**config.mk**
```make
export PLATFORM = sky130hd
export DESIGN_NAME = seg_limit_guard
export DESIGN_NICKNAME = d
export VERILOG_FILES = /design/src/rtl/seglim_pkg.sv /design/src/rtl/seglim_span.sv /design/src/rtl/seglim_classify.sv /design/src/rtl/seg_limit_guard.sv
export SDC_FILE = /design/constraint.sdc
export NUM_CORES = 1
export LEC_CHECK = 0
export CAP_MARGIN = 20
export CORE_MARGIN = 2
export CORE_UTILIZATION = 32
export CTS_CLUSTER_SIZE = 28
export DETAILED_ROUTE_END_ITERATION = 10
export PLACE_DENSITY = 0.66
export SYNTH_ARGS = -nofsm -noshare
export SYNTH_HDL_FRONTEND = slang
export SYNTH_SLANG_ARGS = --single-unit
```
**constraint.sdc**
```tcl
create_clock -name clk -period 0.8 [get_ports clk]
set_input_delay 0.12 -clock clk [delete_from_list [all_inputs] [get_ports clk]]
set_output_delay 0.12 -clock clk [all_outputs]
set_load 0.005 [all_outputs]
```
**src/rtl/seglim_pkg.sv**
```systemverilog
package seglim_pkg;

    typedef enum logic [0:0] {
        ST_IDLE   = 1'b0,
        ST_REPORT = 1'b1
    } seglim_state_e;

    typedef struct packed {
        logic gp;
        logic ss;
        logic sd;
    } seglim_fault_t;

endpackage

```
**src/rtl/seglim_span.sv**
```systemverilog
module seglim_span #(
    parameter int ADDR_W = 32,
    parameter int SIZE_W = 4
) (
    input  logic [ADDR_W-1:0] offset,
    input  logic [SIZE_W-1:0] size,
    input  logic [ADDR_W-1:0] limit,
    output logic              wrap,
    output logic              over
);
    localparam int SUM_W = ADDR_W + 1;

    logic [SIZE_W-1:0] eff_size;
    logic [SUM_W-1:0]  last_byte;

    always_comb begin
        eff_size  = (size == '0) ? SIZE_W'(1) : size;
        last_byte = {1'b0, offset} + SUM_W'(eff_size) - SUM_W'(1);
        wrap      = last_byte[ADDR_W];
        over      = wrap | (last_byte[ADDR_W-1:0] > limit);
    end
endmodule

```
**src/rtl/seglim_classify.sv**
```systemverilog
module seglim_classify
    import seglim_pkg::*;
#(
    parameter int ADDR_W    = 32,
    parameter int SIZE_W    = 4,
    parameter int POP_BYTES = 4
) (
    input  logic [ADDR_W-1:0] offset,
    input  logic [SIZE_W-1:0] size,
    input  logic [ADDR_W-1:0] limit,
    input  logic              is_stack,
    input  logic              is_pop,
    input  logic              is_fetch,
    input  logic              strict,
    input  logic              wrap,
    input  logic              over,
    output seglim_fault_t     fault,
    output logic [ADDR_W-1:0] sp_after
);
    localparam logic [ADDR_W-1:0] TOP_SLOT = ADDR_W'(0) - ADDR_W'(POP_BYTES);

    logic              top_pop;
    logic              full_limit;
    logic [SIZE_W-1:0] eff_size;

    always_comb begin
        eff_size   = (size == '0) ? SIZE_W'(1) : size;
        full_limit = &limit;
        top_pop    = is_stack && is_pop && (size == SIZE_W'(POP_BYTES))
                     && (offset == TOP_SLOT);
        fault      = '0;
        if (is_stack) begin
            if (!top_pop) begin
                if (wrap) begin
                    fault.sd = 1'b1;
                end else if (over) begin
                    fault.ss = 1'b1;
                end
            end
        end else if (is_fetch && full_limit && !strict) begin
            fault = '0;
        end else begin
            fault.gp = over;
        end
        sp_after = (is_stack && is_pop) ? offset + ADDR_W'(eff_size) : offset;
    end
endmodule

```
**src/rtl/seg_limit_guard.sv**
```systemverilog
module seg_limit_guard
    import seglim_pkg::*;
#(
    parameter int ADDR_W    = 32,
    parameter int SIZE_W    = 4,
    parameter int POP_BYTES = 4
) (
    input  logic              clk,
    input  logic              rst_n,
    input  logic              req_valid,
    input  logic [ADDR_W-1:0] req_offset,
    input  logic [SIZE_W-1:0] req_size,
    input  logic              req_is_stack,
    input  logic              req_is_pop,
    input  logic              req_is_fetch,
    input  logic [ADDR_W-1:0] req_limit,
    input  logic              fetch_strict,
    output logic              rsp_valid,
    output logic              gp_fault,
    output logic              stack_fault,
    output logic              shutdown,
    output logic [ADDR_W-1:0] next_sp
);
    seglim_state_e     state_q, state_d;
    seglim_fault_t     fault_d, fault_q;
    logic [ADDR_W-1:0] sp_d, sp_q;
    logic              span_wrap, span_over;

    seglim_span #(.ADDR_W(ADDR_W), .SIZE_W(SIZE_W)) u_span (
        .offset (req_offset),
        .size   (req_size),
        .limit  (req_limit),
        .wrap   (span_wrap),
        .over   (span_over)
    );

    seglim_classify #(.ADDR_W(ADDR_W), .SIZE_W(SIZE_W), .POP_BYTES(POP_BYTES)) u_classify (
        .offset   (req_offset),
        .size     (req_size),
        .limit    (req_limit),
        .is_stack (req_is_stack),
        .is_pop   (req_is_pop),
        .is_fetch (req_is_fetch),
        .strict   (fetch_strict),
        .wrap     (span_wrap),
        .over     (span_over),
        .fault    (fault_d),
        .sp_after (sp_d)
    );

    always_comb begin
        state_d = state_q;
        unique case (state_q)
            ST_IDLE:   if (req_valid)  state_d = ST_REPORT;
            ST_REPORT: if (!req_valid) state_d = ST_IDLE;
            default:   state_d = ST_IDLE;
        endcase
    end

    always_ff @(posedge clk or negedge rst_n) begin
        if (!rst_n) begin
            state_q <= ST_IDLE;
        end else begin
            state_q <= state_d;
        end
    end

    always_ff @(posedge clk or negedge rst_n) begin
        if (!rst_n) begin
            fault_q <= '0;
            sp_q    <= '0;
        end else if (req_valid) begin
            fault_q <= fault_d;
            sp_q    <= sp_d;
        end
    end

    always_comb begin
        rsp_valid   = 1'b0;
        gp_fault    = 1'b0;
        stack_fault = 1'b0;
        shutdown    = 1'b0;
        next_sp     = sp_q;
        unique case (state_q)
            ST_IDLE: begin
                rsp_valid = 1'b0;
            end
            ST_REPORT: begin
                rsp_valid   = 1'b1;
                gp_fault    = fault_q.gp;
                stack_fault = fault_q.ss;
                shutdown    = fault_q.sd;
            end
            default: begin
                rsp_valid = 1'b0;
            end
        endcase
    end
endmodule

```
Yosys cells after proc, flatten, opt, wreduce, memory -nomap -nowiden

Index checks and enable logic that the tools add are counted.

Flip-flop bits (word level): 36
Latch bits: 0
RAM bits: 0
Memory bits (read-only): 0
Output and inout port bits: 36
Memories kept: 0

Add/sub/neg operators: 3
Multiply operators: 0
Divide/modulo/power cells: 0
Magnitude comparators: 1
Eq/ne operators: 2
Shift-type cells: 0
Multiplexer cells: 14
Bitwise logic cells: 2
Reduce and logical (&&, ||, !) cells: 8

Operators by type and width:

| kind                  | number |
|---|---|
| $add 32x4->33         | 1 |
| $sub 33x1->33 const B | 1 |
| $add 32x4->32         | 1 |
| $eq 32x32->1 const B  | 1 |
| $gt 32x32->1          | 1 |
| $mux 32               | 1 |
| $reduce_and 32->1     | 1 |
| $mux 1                | 9 |
| $logic_and 1x1->1     | 5 |
| $eq 4x3->1 const B    | 1 |
| $logic_not 4->1       | 1 |
| $mux 2                | 2 |
| $mux 4                | 1 |
| $pmux 1 s2            | 1 |
| $logic_not 1->1       | 1 |
| $not 1->1             | 1 |
| $or 1x1->1            | 1 |

Depth between registers and ports, before layout

Word-level depth: 10
Gate-level depth with buffers: 22
Gate-level depth less buffers: 22

Modules after synthesis

Synthesis repeated with hierarchy kept, for this count alone.

Cells, all modules: 608
Area total of the unflattened synthesis: 5265.0 µm²

Modules (own cells, without submodules):

| module          | times used | cells an instance | area each (µm²) |
|---|---|---|---|
| seglim_span     | 1          | 390               | 2735.1 |
| seg_limit_guard | 1          | 78                | 1497.7 |
| seglim_classify | 1          | 140               | 1032.2 |

Worst setup path before layout

Ideal clock, no wire load.

Kind: input port to flip-flop
Start: input port req_size[1]
End: register fault_q[1] (netlist name)
Data arrival time: 3.825 ns
Data required time: 0.678 ns
Slack: -3.146 ns
Cell stages on the path: 22
Buffers on the path: 0
Path through: nor3_1 or2_2 inv_1 ha_1 inv_1 ha_1 fa_1 a211oi_2 o21ai_2 nand4_1 a21boi_2 nor2_1 o21ai_0 xnor2_1 ha_1 a21o_1 a21o_1 a221oi_1 o21ai_1 a211o_1 a31o_2 a32o_1

Word-level cells in the longest chain between the ends: 10
Elaborated cells between the ends (all ways): 13
Those cells by class: 2 x add/sub; 1 x order compare; 1 x eq/ne; 5 x mux; 1 x bitwise; 3 x reduce/logical

Ends and longest elaborated chain:

| element                | line                  | text |
|---|---|---|
| start: declaration     | seg_limit_guard.sv:12 | `input logic [SIZE_W-1:0] req_size,` |
| $logic_not 4->1        | seglim_span.sv:17     | `eff_size = (size == '0) ? SIZE_W'(1) : size;` |
| $mux 4                 | seglim_span.sv:17     |  |
| $add 32x4->33          | seglim_span.sv:18     | `last_byte = {1'b0, offset} + SUM_W'(eff_size) - SUM_W'(1);` |
| $sub 33x1->33          | seglim_span.sv:18     |  |
| $gt 32x32->1           | seglim_span.sv:20     | `over = wrap \| (last_byte[ADDR_W-1:0] > limit);` |
| $or 1x1->1             | seglim_span.sv:20     |  |
| $mux 1                 | seglim_classify.sv:36 | `end else if (over) begin` |
| $mux 1                 | seglim_classify.sv:34 | `if (wrap) begin` |
| $mux 2 (*)             | seglim_classify.sv:33 | `if (!top_pop) begin` |
| $mux 2 (*)             | seglim_classify.sv:32 | `if (is_stack) begin` |
| end signal: assignment | seg_limit_guard.sv:73 | `fault_q <= fault_d;` |
| end: declaration       | seg_limit_guard.sv:25 | `seglim_fault_t fault_d, fault_q;` |

Every way passes the cells marked *; elsewhere a longest branch is shown, timed or not.
A chain may end at the register's enable or synchronous reset.

Worst setup path in the final report

Start: input port req_size[3]
End: register fault_q[1] (netlist name)

The elaborated chain is that of the path after synthesis.

==> Implementation_results.wiki <==
{| class="wikitable"
! Metric !! Value
|-
| Result of the run || complete, but fails checks
|-
| Power density normalized to cell area || 1100 nW/um^2
|-
| Insertion delay to the later sink of the worst-skew pair || 0.28 ns
|-
| Crit path setup slack, layout || -3.07 ns
|-
| Antenna-violating nets left || 0
|-
| Busiest metal layer after global routing || met2
|-
| GRT Util Overall || 0.189
|-
| Max rail drop VDD || 0.000840 V
|-
| Row cnt || 46
|-
| Tightest Pin Transition || 0.540 ns
|-
| Hold worst-path end || fault_q[2]
|-
| Final RePlAce weighted congestion || 0.927
|-
| Period Utilization, post-route || 4.84
|-
| Unrepaired setup endpoints after global routing || yes
|-
| Netlist area before placement || 5070 sq um
|-
| Number of iterations in the first detailed-routing pass || 5
|-
| Chip width || 130 um
|-
| Worst min-delay path startpoint || req_valid
|-
| YS warnings || 0
|-
| Post-DR vias/cell || 4.82
|-
| Seq pwr share || 0.218
|-
| Async S/R FF share, synth || 1.00
|-
| Vertical die dimension || 130 um
|-
| Antenna violations before repair || 2
|-
| Cells on worst reg2reg path || 3
|-
| Wire length of the first global-routing pass || 25600 um
|-
| Layout cell share with drive strength beyond 1 || 0.413
|-
| M1 GR Usage || 0.229
|-
| Largest net degree at the start of global routing || 37
|-
| Layout Nets || 1144
|-
| Reg clk slew, reported paths || 0.05 ns
|-
| Count of cell types in the netlist || 67
|-
| Final Hold Viols || 0
|-
| Setup TNS Final || -48.51 ns
|-
| Final Hold Slack || 0.189 ns
|-
| End of the worst register-to-register path || fault_q[0]
|-
| Category of the worst setup path capture point || flip-flop
|-
| Fraction of met2 tracks used by global routing || 0.353
|-
| CP Launch Type || primary input
|-
| Detail Placement HPWL || 13400 um
|-
| Power dissipated by switching net loads || 3.43 mW
|-
| Total of buffers placed on input and output ports || 110
|-
| Iteration-0 DRC Markers || 257
|-
| Pint || 6.24 mW
|-
| Startpoint of the worst register-to-register path || fault_q[0]
|-
| Register bit total from synthesis || 36
|-
| H-tree lvl count || 2
|-
| Clock tree from TritonCTS || yes
|-
| Layout Area Growth over Synthesis || 73.9%
|-
| Number of flops mapped to enable cells by yosys || 0
|-
| Detailed-route wire length || 17000 um
|-
| Max_slew headroom || 0.636
|-
| Violated checks || negative setup slack
|-
| Max-cap violations || 0
|-
| Share of the yosys chip area belonging to registers || 0.178
|-
| Leading cell type in the layout, fill and taps excluded || sky130_fd_sc_hd__buf_4
|-
| Num ports || 111
|-
| Slew Limit Fails || 0
|-
| Worst Path Class, Setup || in -> reg
|-
| Top_reg_cell synth || sky130_fd_sc_hd__dfrtp_1
|-
| Cell count after synthesis || 639
|-
| Starting density of the core || 0.324
|-
| Pleak || 4.34 nW
|-
| Data required time of the critical path || 0.97 ns
|-
| Final period demand of the worst path || 3.87 ns
|-
| Clk Tree Root Cell || sky130_fd_sc_hd__clkbuf_16
|-
| Sinks on the clock net || 36
|-
| Average footprint of a synthesized cell || 7.93 sq um
|-
| Count of unresolved DRC violations after routing || 0
|-
| Number of buffers on the longest clock path || 2
|-
| Relative contribution of the clock network to total power || 0.202
|-
| Count of final setup violators || 71
|-
| Met3 Usage GRT || 0.0308
|-
| Worst-case setup slack after placement || -3.85 ns
|-
| Setup slack, reg-to-reg || -0.15 ns
|-
| Combinational power share || 0.579
|-
| Congestion Overflow GR || 0
|-
| Achievable clock frequency || 0.259 GHz
|-
| Commonest non-fill, non-tap cells in the layout || sky130_fd_sc_hd__buf_4, sky130_fd_sc_hd__ha_1, sky130_fd_sc_hd__inv_1
|-
| Hold/Removal Path Class || in -> reg
|-
| Total chip power || 9.66 mW
|-
| Hold path cells || 2
|-
| Net count after synthesis || 814
|-
| CTS buffer count || 5
|-
| Switching power share of the total || 0.354
|-
| Number of global-route vias before repair || 5652
|-
| Worst setup path start || req_size[3]
|-
| Highest fanout seen on the critical path || 4
|-
| Total via count in the routed design || 5716
|-
| Crit path DAT || 4.03 ns
|-
| Std-Cell Core Area || 15700 sq um
|-
| Routed wire per std cell || 14.3 um
|-
| Worst clock skew || 0 ns
|-
| Die outline area || 16900 sq um
|}
[through the flow]
step,util,area [sq um],std cells
finish,0.563,8820,1187
global route,0.563,8820,1186
CTS,0.546,8550,1167
detailed placement,0.509,7970,1143
global placement,0.509,7970,1143
floorplan,-,5200,639
[per-layer routing]
| layer | vias to the layer above | wire, um |
|---|---|---|
| li1 | 2892 | - |
| met1 | 2667 | 7200 |
| met2 | 129 | 8710 |
| met3 | 26 | 712 |
| met4 | 2 | 327 |
| met5 | - | 11 |
[cells by family (layout without fill, tap and decap cells)]
| kind of cell | Yosys count | after routing | share of synthesized area |
|---|---|---|---|
| AND/OR/NAND/NOR | 186 | 186 | 0.187 |
| flip-flops | 36 | 36 | 0.178 |
| other | 0 | 1 | 0 |
| buffers and inverters | 101 | 432 | 0.0767 |
| XOR/XNOR | 51 | 51 | 0.0881 |
| adder cells (fa/ha/maj) | 100 | 100 | 0.250 |
| multiplexers | 2 | 2 | 0.00395 |
| AO/OA/AOI/OAI | 163 | 163 | 0.217 |
[sequential cells by signal (all words and copies together), names as in the netlist]
name,count
next_sp,32
fault_q,3
state_q,1
[area by class of cell]
cell class	count	area, sq um
antenna	1	2.50
clock buffer	6	139
clock inverter	2	10.0
fill	1429	6840
inverter	88	330
multi-input combinational	502	4440
sequential	36	901
tap	216	270
timing repair buffer	336	2730
[worst max path at each step]
stage	endpoint	slack, ns	cells past startpoint
2_1_floorplan	fault_q[1]	-3.03	22
3_3_place_gp	fault_q[1]	-3.74	21
3_5_place_dp	fault_q[1]	-3.85	21
4_1_cts	fault_q[1]	-2.97	21
5_1_grt	fault_q[1]	-3.20	21
6_report	fault_q[1]	-3.07	21
[power groups by stage]
stage          Sequential, mW  Clock [mW]  Combinational (mW)
4_1_cts                  2.11        1.99                5.31
6_report                 2.11        1.95                5.60
5_1_grt                  2.13        2.07                6.14
3_3_place_gp             2.14           0                5.02
3_5_place_dp             2.14           0                5.11
2_1_floorplan            2.14           0                2.60
[synth_stat cells (all sizes together) (2+ instances only)]
master	number	area [sq um]
ha	98	1230
inv	88	330
a21oi	65	333
nor2	65	246
xnor2	40	350
nand2	37	139
dfrtp	36	901
o21ai	22	114
nand4	19	119
a21o	18	135
nand3	16	95.1
clkbuf	11	42.5
xor2	11	96.3
nor3	9	61.3
and2	8	52.6
o21a	8	60.1
a211oi	7	67.6
a31oi	7	43.8
o21bai	7	56.3
and3	6	37.5
nor2b	5	31.3
nor4	5	31.3
o211ai	5	47.5
and4	4	35.0
a211o	3	26.3
a31o	3	26.3
or2	3	18.8
a21boi	2	18.8
a221oi	2	17.5
a22oi	2	15.0
buf	2	16.3
fa	2	40.0
mux2i	2	20.0
nor3b	2	15.0
o22ai	2	12.5
o311ai	2	32.5
[repair_timing]
action | in CTS | in global routing
pin swaps | 62 | 39
hold buffers | 1 | 0
resized for setup | 206 | 83
endpoints found under the hold margin | 36 | 0
endpoints found under the setup margin | 71 | 71
gates cloned | 0 | 0
buffers inserted | 15 | 27
[critical path, cell delays in order]
cell and delay (ns):
sky130_fd_sc_hd__buf_8 0.08, sky130_fd_sc_hd__nor3_4 0.03, sky130_fd_sc_hd__or2_4 0.25, sky130_fd_sc_hd__inv_2 0.07, sky130_fd_sc_hd__ha_4 0.13, sky130_fd_sc_hd__inv_2 0.04, sky130_fd_sc_hd__ha_4 0.15, sky130_fd_sc_hd__fa_2 0.36
sky130_fd_sc_hd__a211oi_4 0.25, sky130_fd_sc_hd__o21ai_2 0.12, sky130_fd_sc_hd__nand4_1 0.17, sky130_fd_sc_hd__a21boi_4 0.10, sky130_fd_sc_hd__o31a_2 0.30, sky130_fd_sc_hd__xor2_1 0.16, sky130_fd_sc_hd__ha_1 0.29, sky130_fd_sc_hd__nand4_1 0.16
sky130_fd_sc_hd__nor4bb_2 0.40, sky130_fd_sc_hd__nand3_1 0.18, sky130_fd_sc_hd__o21a_1 0.15, sky130_fd_sc_hd__a31o_2 0.24, sky130_fd_sc_hd__a32o_1 0.26
(Power assumes the default switching activity.)
